**config.mk**
```make
export PLATFORM = sky130hd
export DESIGN_NAME = intreq_unit
export DESIGN_NICKNAME = d
export VERILOG_FILES = /design/src/rtl/intreq_pkg.sv /design/src/rtl/intreq_ctrl.sv /design/src/rtl/intreq_dp.sv /design/src/rtl/intreq_unit.sv
export SDC_FILE = /design/constraint.sdc
export NUM_CORES = 1
export LEC_CHECK = 0
export CAP_MARGIN = 30
export CORE_ASPECT_RATIO = 1.4
export CORE_MARGIN = 2
export CORE_UTILIZATION = 60
export DETAILED_ROUTE_END_ITERATION = 12
export DONT_BUFFER_PORTS = 1
export PLACE_DENSITY = 0.83
export SLEW_MARGIN = 20
export SYNTH_ARGS = -nofsm -noshare
export SYNTH_HDL_FRONTEND = slang
export SYNTH_HIERARCHICAL = 1
export SYNTH_SLANG_ARGS = --single-unit
```
**constraint.sdc**
```tcl
create_clock -name clk -period 3.73 [get_ports clk]
set_input_delay 1.119 -clock clk [delete_from_list [all_inputs] [get_ports clk]]
set_output_delay 1.119 -clock clk [all_outputs]
set_load 0.03 [all_outputs]
```
**src/rtl/intreq_pkg.sv**
```systemverilog
package intreq_pkg;

  localparam int NUM_TIMERS = 3;
  localparam int NUM_SRC    = NUM_TIMERS + 4;
  localparam int NUM_MASK   = NUM_SRC - 1;
  localparam int IDX_W      = $clog2(NUM_SRC);

  localparam int SER_IDX = NUM_TIMERS;
  localparam int I2C_IDX = NUM_TIMERS + 1;
  localparam int PIN_IDX = NUM_TIMERS + 2;
  localparam int BRK_IDX = NUM_TIMERS + 3;

  // One-cycle event strobes, passed from control to datapath
  typedef struct packed {
    logic [NUM_TIMERS-1:0] timer;  // bit 0 = timer 1
    logic                  serial;
    logic                  i2c;
    logic                  pin;
    logic                  brk;
  } evtStrobes_t;

endpackage

```
**src/rtl/intreq_ctrl.sv**
```systemverilog
module intreq_ctrl
  import intreq_pkg::*;
#(
  parameter int SER_EDGES   = 8,
  parameter int SYNC_STAGES = 2
) (
  input  logic                  clk,
  input  logic                  rstN,
  input  logic [NUM_TIMERS-1:0] tmrTick,
  input  logic [NUM_TIMERS-1:0] tmrZero,
  input  logic                  serClk,
  input  logic                  serDataWr,
  input  logic                  sclIn,
  input  logic                  i2cByteDone,
  input  logic                  extPin,
  input  logic                  polWr,
  input  logic                  polData,
  input  logic                  brkExec,
  output evtStrobes_t           evt
);

  localparam int CNT_W = $clog2(SER_EDGES + 1);
  localparam logic [CNT_W-1:0] CNT_IDLE = CNT_W'(SER_EDGES);
  localparam logic [CNT_W-1:0] CNT_LAST = CNT_W'(SER_EDGES - 1);

  // ---------------- timers ----------------
  logic [NUM_TIMERS-1:0] tmrHit;
  for (genvar t = 0; t < NUM_TIMERS; t++) begin : g_tmr
    assign tmrHit[t] = tmrTick[t] & tmrZero[t];
  end

  // ---------------- serial edge counter ----------------
  logic             serClkQ;
  logic [CNT_W-1:0] serCnt;
  logic             serRise;
  logic             serHit;

  assign serRise = serClk & ~serClkQ;
  assign serHit  = serRise & ~serDataWr & (serCnt == CNT_LAST);

  always_ff @(posedge clk) begin
    if (!rstN) begin
      serClkQ <= 1'b0;
      serCnt  <= CNT_IDLE;
    end else begin
      serClkQ <= serClk;
      if (serDataWr)
        serCnt <= '0;
      else if (serRise && serCnt != CNT_IDLE)
        serCnt <= serCnt + 1'b1;
    end
  end

  // ---------------- I2C byte completion ----------------
  logic sclQ;
  logic i2cHit;

  assign i2cHit = sclQ & ~sclIn & i2cByteDone;

  always_ff @(posedge clk) begin
    if (!rstN) sclQ <= 1'b1;
    else       sclQ <= sclIn;
  end

  // ---------------- external pin ----------------
  logic [SYNC_STAGES-1:0] syncQ;
  logic                   pinLvl;
  logic                   polQ;
  logic                   normPrev;
  logic                   normNow;
  logic                   pinHit;

  assign pinLvl  = syncQ[SYNC_STAGES-1];
  assign normNow = pinLvl ^ polQ;
  assign pinHit  = normNow & ~normPrev;

  always_ff @(posedge clk) begin
    if (!rstN) begin
      syncQ    <= '0;
      polQ     <= 1'b0;
      normPrev <= 1'b0;
    end else begin
      syncQ <= {syncQ[SYNC_STAGES-2:0], extPin};
      if (polWr) begin
        polQ     <= polData;
        normPrev <= pinLvl ^ polData;  // reload: no false edge from a polarity change
      end else begin
        normPrev <= normNow;
      end
    end
  end

  always_comb begin
    evt.timer  = tmrHit;
    evt.serial = serHit;
    evt.i2c    = i2cHit;
    evt.pin    = pinHit;
    evt.brk    = brkExec;
  end

  // ---------------- assertions ----------------
  assert_ser_range_R3: assert property (@(posedge clk) disable iff (!rstN)
    serCnt <= CNT_IDLE);
  assert_ser_idle_R3: assert property (@(posedge clk) disable iff (!rstN)
    (serCnt == CNT_IDLE) |-> !evt.serial);
  assert_ser_done_R2: assert property (@(posedge clk) disable iff (!rstN)
    evt.serial |=> (serCnt == CNT_IDLE));
  assert_ser_restart_R2: assert property (@(posedge clk) disable iff (!rstN)
    serDataWr |=> (serCnt == '0));
  assert_pol_quiet_R6: assert property (@(posedge clk) disable iff (!rstN)
    polWr |=> (!evt.pin || (pinLvl != $past(pinLvl))));

endmodule

```
**src/rtl/intreq_dp.sv**
```systemverilog
module intreq_dp
  import intreq_pkg::*;
(
  input  logic                clk,
  input  logic                rstN,
  input  evtStrobes_t         evt,
  input  logic                intDisable,
  input  logic                enWr,
  input  logic [NUM_MASK-1:0] enData,
  input  logic                clrWr,
  input  logic [NUM_SRC-1:0]  clrMask,
  input  logic                ackValid,
  input  logic [IDX_W-1:0]    ackIdx,
  output logic                irqValid,
  output logic [IDX_W-1:0]    irqIdx,
  output logic [NUM_SRC-1:0]  reqFlags
);

  logic [NUM_SRC-1:0]  setVec;
  logic [NUM_SRC-1:0]  ackVec;
  logic [NUM_SRC-1:0]  clrVec;
  logic [NUM_SRC-1:0]  flags;
  logic [NUM_MASK-1:0] enQ;
  logic [NUM_SRC-1:0]  eligible;

  // Timer 3 takes vector 0, so the timer order is reversed here
  for (genvar i = 0; i < NUM_TIMERS; i++) begin : g_tmrMap
    assign setVec[i] = evt.timer[NUM_TIMERS-1-i];
  end
  assign setVec[SER_IDX] = evt.serial;
  assign setVec[I2C_IDX] = evt.i2c;
  assign setVec[PIN_IDX] = evt.pin;
  assign setVec[BRK_IDX] = evt.brk;

  for (genvar i = 0; i < NUM_SRC; i++) begin : g_ack
    assign ackVec[i] = ackValid && (ackIdx == IDX_W'(i));
  end

  assign clrVec = (clrWr ? clrMask : '0) | ackVec;

  always_ff @(posedge clk) begin
    if (!rstN) begin
      flags <= '0;
      enQ   <= '0;
    end else begin
      flags <= (flags & ~clrVec) | setVec;
      if (enWr) enQ <= enData;
    end
  end

  assign eligible = flags & {1'b1, (intDisable ? '0 : enQ)};

  always_comb begin
    irqValid = 1'b0;
    irqIdx   = '0;
    for (int i = NUM_SRC - 1; i >= 0; i--) begin
      if (eligible[i]) begin
        irqValid = 1'b1;
        irqIdx   = IDX_W'(i);
      end
    end
  end

  assign reqFlags = flags;

  // ---------------- assertions ----------------
  assert_set_wins_R7: assert property (@(posedge clk) disable iff (!rstN)
    (|setVec) |=> ((flags & $past(setVec)) == $past(setVec)));
  assert_hold_R7: assert property (@(posedge clk) disable iff (!rstN)
    (|(flags & ~clrVec)) |=> ((flags & $past(flags & ~clrVec)) == $past(flags & ~clrVec)));
  assert_grant_R9: assert property (@(posedge clk) disable iff (!rstN)
    irqValid |-> eligible[irqIdx]);
  assert_idle_R9: assert property (@(posedge clk) disable iff (!rstN)
    !irqValid |-> ((irqIdx == '0) && (flags[BRK_IDX] == 1'b0)));
  assert_brk_R10: assert property (@(posedge clk) disable iff (!rstN)
    flags[BRK_IDX] |-> irqValid);
  assert_mask_R8: assert property (@(posedge clk) disable iff (!rstN)
    (intDisable && irqValid) |-> (irqIdx == IDX_W'(BRK_IDX)));

endmodule

```
**src/rtl/intreq_unit.sv**
```systemverilog
module intreq_unit
  import intreq_pkg::*;
#(
  parameter int SER_EDGES   = 8,
  parameter int SYNC_STAGES = 2
) (
  input  logic                  clk,
  input  logic                  rstN,
  input  logic [NUM_TIMERS-1:0] tmrTick,
  input  logic [NUM_TIMERS-1:0] tmrZero,
  input  logic                  serClk,
  input  logic                  serDataWr,
  input  logic                  sclIn,
  input  logic                  i2cByteDone,
  input  logic                  extPin,
  input  logic                  polWr,
  input  logic                  polData,
  input  logic                  brkExec,
  input  logic                  intDisable,
  input  logic                  enWr,
  input  logic [NUM_MASK-1:0]   enData,
  input  logic                  clrWr,
  input  logic [NUM_SRC-1:0]    clrMask,
  input  logic                  ackValid,
  input  logic [IDX_W-1:0]      ackIdx,
  output logic                  irqValid,
  output logic [IDX_W-1:0]      irqIdx,
  output logic [NUM_SRC-1:0]    reqFlags
);

  evtStrobes_t evt;

  intreq_ctrl #(
    .SER_EDGES  (SER_EDGES),
    .SYNC_STAGES(SYNC_STAGES)
  ) u_ctrl (
    .clk        (clk),
    .rstN       (rstN),
    .tmrTick    (tmrTick),
    .tmrZero    (tmrZero),
    .serClk     (serClk),
    .serDataWr  (serDataWr),
    .sclIn      (sclIn),
    .i2cByteDone(i2cByteDone),
    .extPin     (extPin),
    .polWr      (polWr),
    .polData    (polData),
    .brkExec    (brkExec),
    .evt        (evt)
  );

  intreq_dp u_dp (
    .clk       (clk),
    .rstN      (rstN),
    .evt       (evt),
    .intDisable(intDisable),
    .enWr      (enWr),
    .enData    (enData),
    .clrWr     (clrWr),
    .clrMask   (clrMask),
    .ackValid  (ackValid),
    .ackIdx    (ackIdx),
    .irqValid  (irqValid),
    .irqIdx    (irqIdx),
    .reqFlags  (reqFlags)
  );

endmodule

```
* Yosys cells after proc, flatten, opt, wreduce, memory -nomap -nowiden
Index checks and enable logic that the tools add are counted.
Storage, ports and cells: register bits after elaboration 23, bits in latches 0, memory bits (writable) 0, memory bits (read-only) 0, input bits 36, output and inout bits 11, memories 0
Cells by class: add/subtract/negate cells 1, $mul 0, div/mod/pow operators 0, magnitude comparators 0, equality and inequality tests 8, shift-type cells 0, muxes and demuxes 19, bitwise logic cells 21, reductions and logical operators 11
Operator list (number):
- two-way mux 3 bit | 7
- bitwise AND 7 bit | 2
- bitwise OR 7 bit | 2
- bitwise AND 1 bit | 9
- equality test 3 bit (second input constant) | 3
- logical AND 1 bit | 8
- two-way mux 1 bit | 8
- two-way mux 4 bit | 2
- two-way mux 7 bit | 1
- inverter 7 bit | 1
- equality test 3 x 2 -> 1 bit (second input constant) | 2
- two-way mux 6 bit | 1
- inverter 1 bit | 5
- adder 4 x 1 -> 4 bit (second input constant) | 1
- equality test 4 x 3 -> 1 bit (second input constant) | 1
- != test 4 bit (second input constant) | 1
- equality test 3 x 1 -> 1 bit (second input constant) | 1
- logical NOT 3 bit | 1
- nonzero test 2 bit | 1
- OR reduction 2 bit | 1
- bitwise XOR 1 bit | 2

* Longest topological paths before layout
word-level depth 9, depth in mapped cells 6, gate-level depth less buffers 5

* Hierarchy
The synthesis kept the hierarchy.
By module, submodules not included:
- intreq_dp | times used 1, cells an instance 77, area an instance 650.6 µm², sequential area each 260.2 µm²
- intreq_ctrl | times used 1, cells an instance 53, area an instance 493.0 µm², sequential area each 200.2 µm²

* Worst setup path after synthesis
OpenSTA, ideal clock, no wires.
kind input -> output, from input port intDisable, to output port irqIdx[0], arrival 1.886 ns, setup slack 0.725 ns, cell stages on the path 1, path buffers 0, cells stage by stage a221oi_1
Between the ends: cells in the longest elaborated chain, start to end 8
Ends and longest elaborated chain:
- start, declared | RTL line intreq_unit.sv:19 | input logic intDisable,
- two-way mux 6 bit (*) | RTL line intreq_dp.sv:51 | assign eligible = flags & {1'b1, (intDisable ? '0 : enQ)};
- bitwise AND 7 bit (*) | RTL line intreq_dp.sv:51
- two-way mux 3 bit (5 in a row) | RTL line intreq_dp.sv:57 | if (eligible[i]) begin
- two-way mux 3 bit (*) | RTL line intreq_dp.sv:57
- end, declared | RTL line intreq_unit.sv:27 | output logic [IDX_W-1:0] irqIdx,
Mark *: on every way between the ends. The rest lies on a longest branch, timed or not.

* Worst setup path in the final report
from input port intDisable, to output port irqIdx[1]
Same word-level chain as after synthesis.

==> metrics.md <==
| Metric | Value |
|---|---|
| Critical path data required time | `2.61 ns` |
| # fillers | `160` |
| Synthesized instance count | `130` |
| Max Freq | `336 MHz` |
| Area grow syn2layout | `1.86%` |
| FF-to-FF End | `u_ctrl/serCnt[0]` |
| FF-to-FF path depth | `5` |
| Flop pwr share | `63.1%` |
| Worst r2r src | `u_ctrl/serCnt[0]` |
| CTS Buf Count | `3` |
| End of the worst hold path | `u_ctrl/syncQ[1]` |
| WP data arrival | `1.85 ns` |
| Syn nets | `168` |
| Yosys cell types | `36` |
| Die width | `40.9 um` |
| Final hold vios | `0` |
| Max-Cap Viols | `0` |
| Post-synthesis sequential area ratio | `40.3%` |
| Peak VDD IR | `0.299 mV` |
| I/O pins | `47` |
| CTS max path bufs | `2` |
| Syn avg cell area | `8.80 um2` |
| Nets | `168` |
| Max-slew headroom | `57.2%` |
| Pre-CTS WS | `0.761 ns` |
| Slew Viols, Final | `0` |
| Status | `finished, final reports clean` |
| Warning count from the yosys run | `6` |
| Die Y | `55.7 um` |
| Buf/Inv on CP | `0` |
| CTS tree | `done` |
| Vias per cell | `5.87` |
| DR pass1 iterations | `3` |
| CTS Hold Buffers Added | `0` |
| Reg clk slew, reported paths | `0.13 ns` |
| Setup violators final | `0` |
| Resized cells post-CTS | `0` |
| Critical path class | `in2out` |
| Hold Startpoint | `u_ctrl/syncQ[0]` |
| Setup slack, reg-to-reg | `2.34 ns` |
| Fin crit period | `2.97 ns` |
| Internal Pwr Total | `0.323 mW` |
| DRC | `0` |
| Row Count | `18` |
| Root buf cell | `clkbuf_4` |
| Worst Hold Class | `reg2reg` |
| CP max FO | `4` |
| Total wire length | `2.18 mm` |
| FF/Latch Area | `460 um2` |
| Worst Slack Setup Final | `0.757 ns` |
| Number of synthesized flops with an enable pin | `0` |
| Synthesized area | `1140 um2` |
| Crit end category | `output port` |
| Worst slew pin tran | `0.644 ns` |
| CTS Sinks | `23` |
| Clock Skews | `0.00206 ns` |
| WHS Path Cells | `1` |
| Power Total | `0.439 mW` |
| RSZ-0062 raised after global routing | `false` |
| # Post-CTS Setup Buffers | `0` |
| Area of the multi-input gates | `637 um2` |
| Most used cell, CP | `a21oi_1` |
| #FFs+latches synth | `23` |
| Routability Congestion | `0.720` |
| Layout cell share with drive strength beyond 1 | `8.53%` |
| Worst-path cell chain | `a21oi_1 -> nand2b_1 -> a21oi_1` |
| Async set-reset flop share out of synthesis | `0%` |
| Sw frac | `26.5%` |
| Placeable Area | `1780 um2` |
| Initial Utilization | `64.3%` |
| Mean routed wirelength per cell | `14.6 um` |
| First-pass GRT wire length | `3.19 mm` |
| DPL Wire Length | `1.77 mm` |
| CP max stage cell | `a21oi_1` |
| Vias in the first global route | `843` |
| CTS H-Tree Depth | `1` |
| Via count | `874` |
| Worst path top cell family by delay | `compound AO/OA/AOI/OAI gates` |
| Clock group share of total power | `25.8%` |
| Die footprint | `2280 um2` |
| Switch Pwr | `0.116 mW` |
| Pin count of the biggest net entering global routing | `22` |
| Static Leakage | `0.440 nW` |
| Initial DRC count | `10` |
| Diode count | `0` |
| Post-Route Setup TNS | `0 ns` |
| GRT Util Overall | `19.7%` |
| Max incr delay on CP | `0.55 ns` |
| Clk_lat worst skew | `0.30 ns` |
| Comb pwr share | `11.1%` |
| PD cells | `377 nW/um2` |
| GR Overflow Total | `0` |
| ANT nets after route | `0` |
| Worst Setup Start Kind | `input pin` |
| Initial antenna violation count | `0` |
| Top_reg_cell synth | `dfxtp_1` |
| Buffers added on ports | `0` |
| Final Cycle Share | `79.7%` |
## Yosys cell counts (3+ instances only)
cell,instances,area [um2]
nor2b_1,15,93.8
nor2_1,5,18.8
buf_4,4,30.0
nand2_1,21,78.8
nand3_1,5,25.0
mux2i_1,7,70.1
and2_1,7,43.8
a21oi_1,5,25.0
dfxtp_1,23,460
o21a_1,3,22.5
a31oi_1,4,25.0
## how the worst max path moves through the flow
stage	start	endpoint	depth (start not counted)
final	intDisable	irqIdx[1]	3
after global routing	intDisable	irqIdx[1]	3
after CTS	intDisable	irqIdx[1]	3
after detailed placement	intDisable	irqIdx[1]	3
after global placement	intDisable	irqIdx[1]	3
after floorplan	intDisable	irqIdx[0]	1
## placed cells by master (no fill, tap or decap), types with 2 or more instances in the layout
cell	synthesis	routed
inv_1	2	2
and2_1	7	7
o21a_1	3	3
nor2_1	5	5
nand2_1	21	21
a21oi_1	5	5
a31oi_1	4	4
or3_1	2	2
clkbuf_4	0	3
ha_1	2	2
nand3_1	5	5
nand2b_1	2	2
nand2b_4	2	2
dfxtp_1	23	23
mux2i_1	7	7
xnor2_1	2	2
nor2b_1	15	15
## worst register-to-register path, delay by kind of cell (launching register included)
family / cells / cell delay (ns)
and+or+nand+nor: 2 / 0.51
DFF: 1 / 0.41
adders and majority gates: 1 / 0.20
AOI/OAI and AO/OA: 1 / 0.15
buffers and inverters: 1 / 0.06
## layout make-up
class	instances	share of cell area (%)
clock buffer	3	1.93
clock inverter	1	0.430
inverter	2	0.644
multi-input combinational	99	54.7
sequential	23	39.5
tap	20	2.15
timing repair buffer	1	0.644
## metal layers
| metal | vias up | wire length [um] | global-route usage, % |
|---|---|---|---|
| li1 | 439 | - | - |
| met1 | 407 | 736 | 16.8 |
| met2 | 26 | 1240 | 37.1 |
| met3 | 2 | 187 | 6.00 |
| met4 | 0 | 13 | 7.14 |
| met5 | - | 0 | 0 |
## kinds of logic (layout without fill, tap and decap cells)
| logic type | after synthesis | after routing | share of synthesized area, % |
|---|---|---|---|
| xor+xnor | 2 | 2 | 1.53 |
| mux | 7 | 7 | 6.13 |
| fa+ha+maj | 2 | 2 | 2.19 |
| flops | 23 | 23 | 40.3 |
| buf+inv | 8 | 7 | 4.05 |
| simple gates | 66 | 66 | 32.5 |
| compound gates | 22 | 22 | 13.3 |
## sequential cells by signal (all words and copies together) (netlist names)
| name | cells |
|---|---|
| u_ctrl/serClkQ | 1 |
| u_ctrl/normPrev | 1 |
| u_dp/reqFlags | 7 |
| u_dp/enQ | 6 |
| u_ctrl/sclQ | 1 |
| u_ctrl/serCnt | 4 |
| u_ctrl/syncQ | 2 |
| u_ctrl/polQ | 1 |
## power by group through the flow
stage          logic (mW)  clock network, mW  registers, mW
2_1_floorplan      0.0482                  0          0.280
3_3_place_gp       0.0463                  0          0.282
3_5_place_dp       0.0485                  0          0.283
4_1_cts            0.0489              0.115          0.277
5_1_grt            0.0537              0.125          0.279
6_report           0.0487              0.113          0.277
## through the flow
step / utilization (%) / area [um2] / hold WS [ns] / std cells
CTS: 65.5 / 1160 / 0.467 / 149
detailed placement: 63.9 / 1140 / 0.437 / 145
global route: 65.5 / 1160 / 0.481 / 149
finish: 65.5 / 1160 / 0.467 / 149
floorplan: - / 1140 / 0.412 / 130
global placement: 63.9 / 1140 / 0.413 / 145
Note: power is estimated with default switching activity, not from simulation.
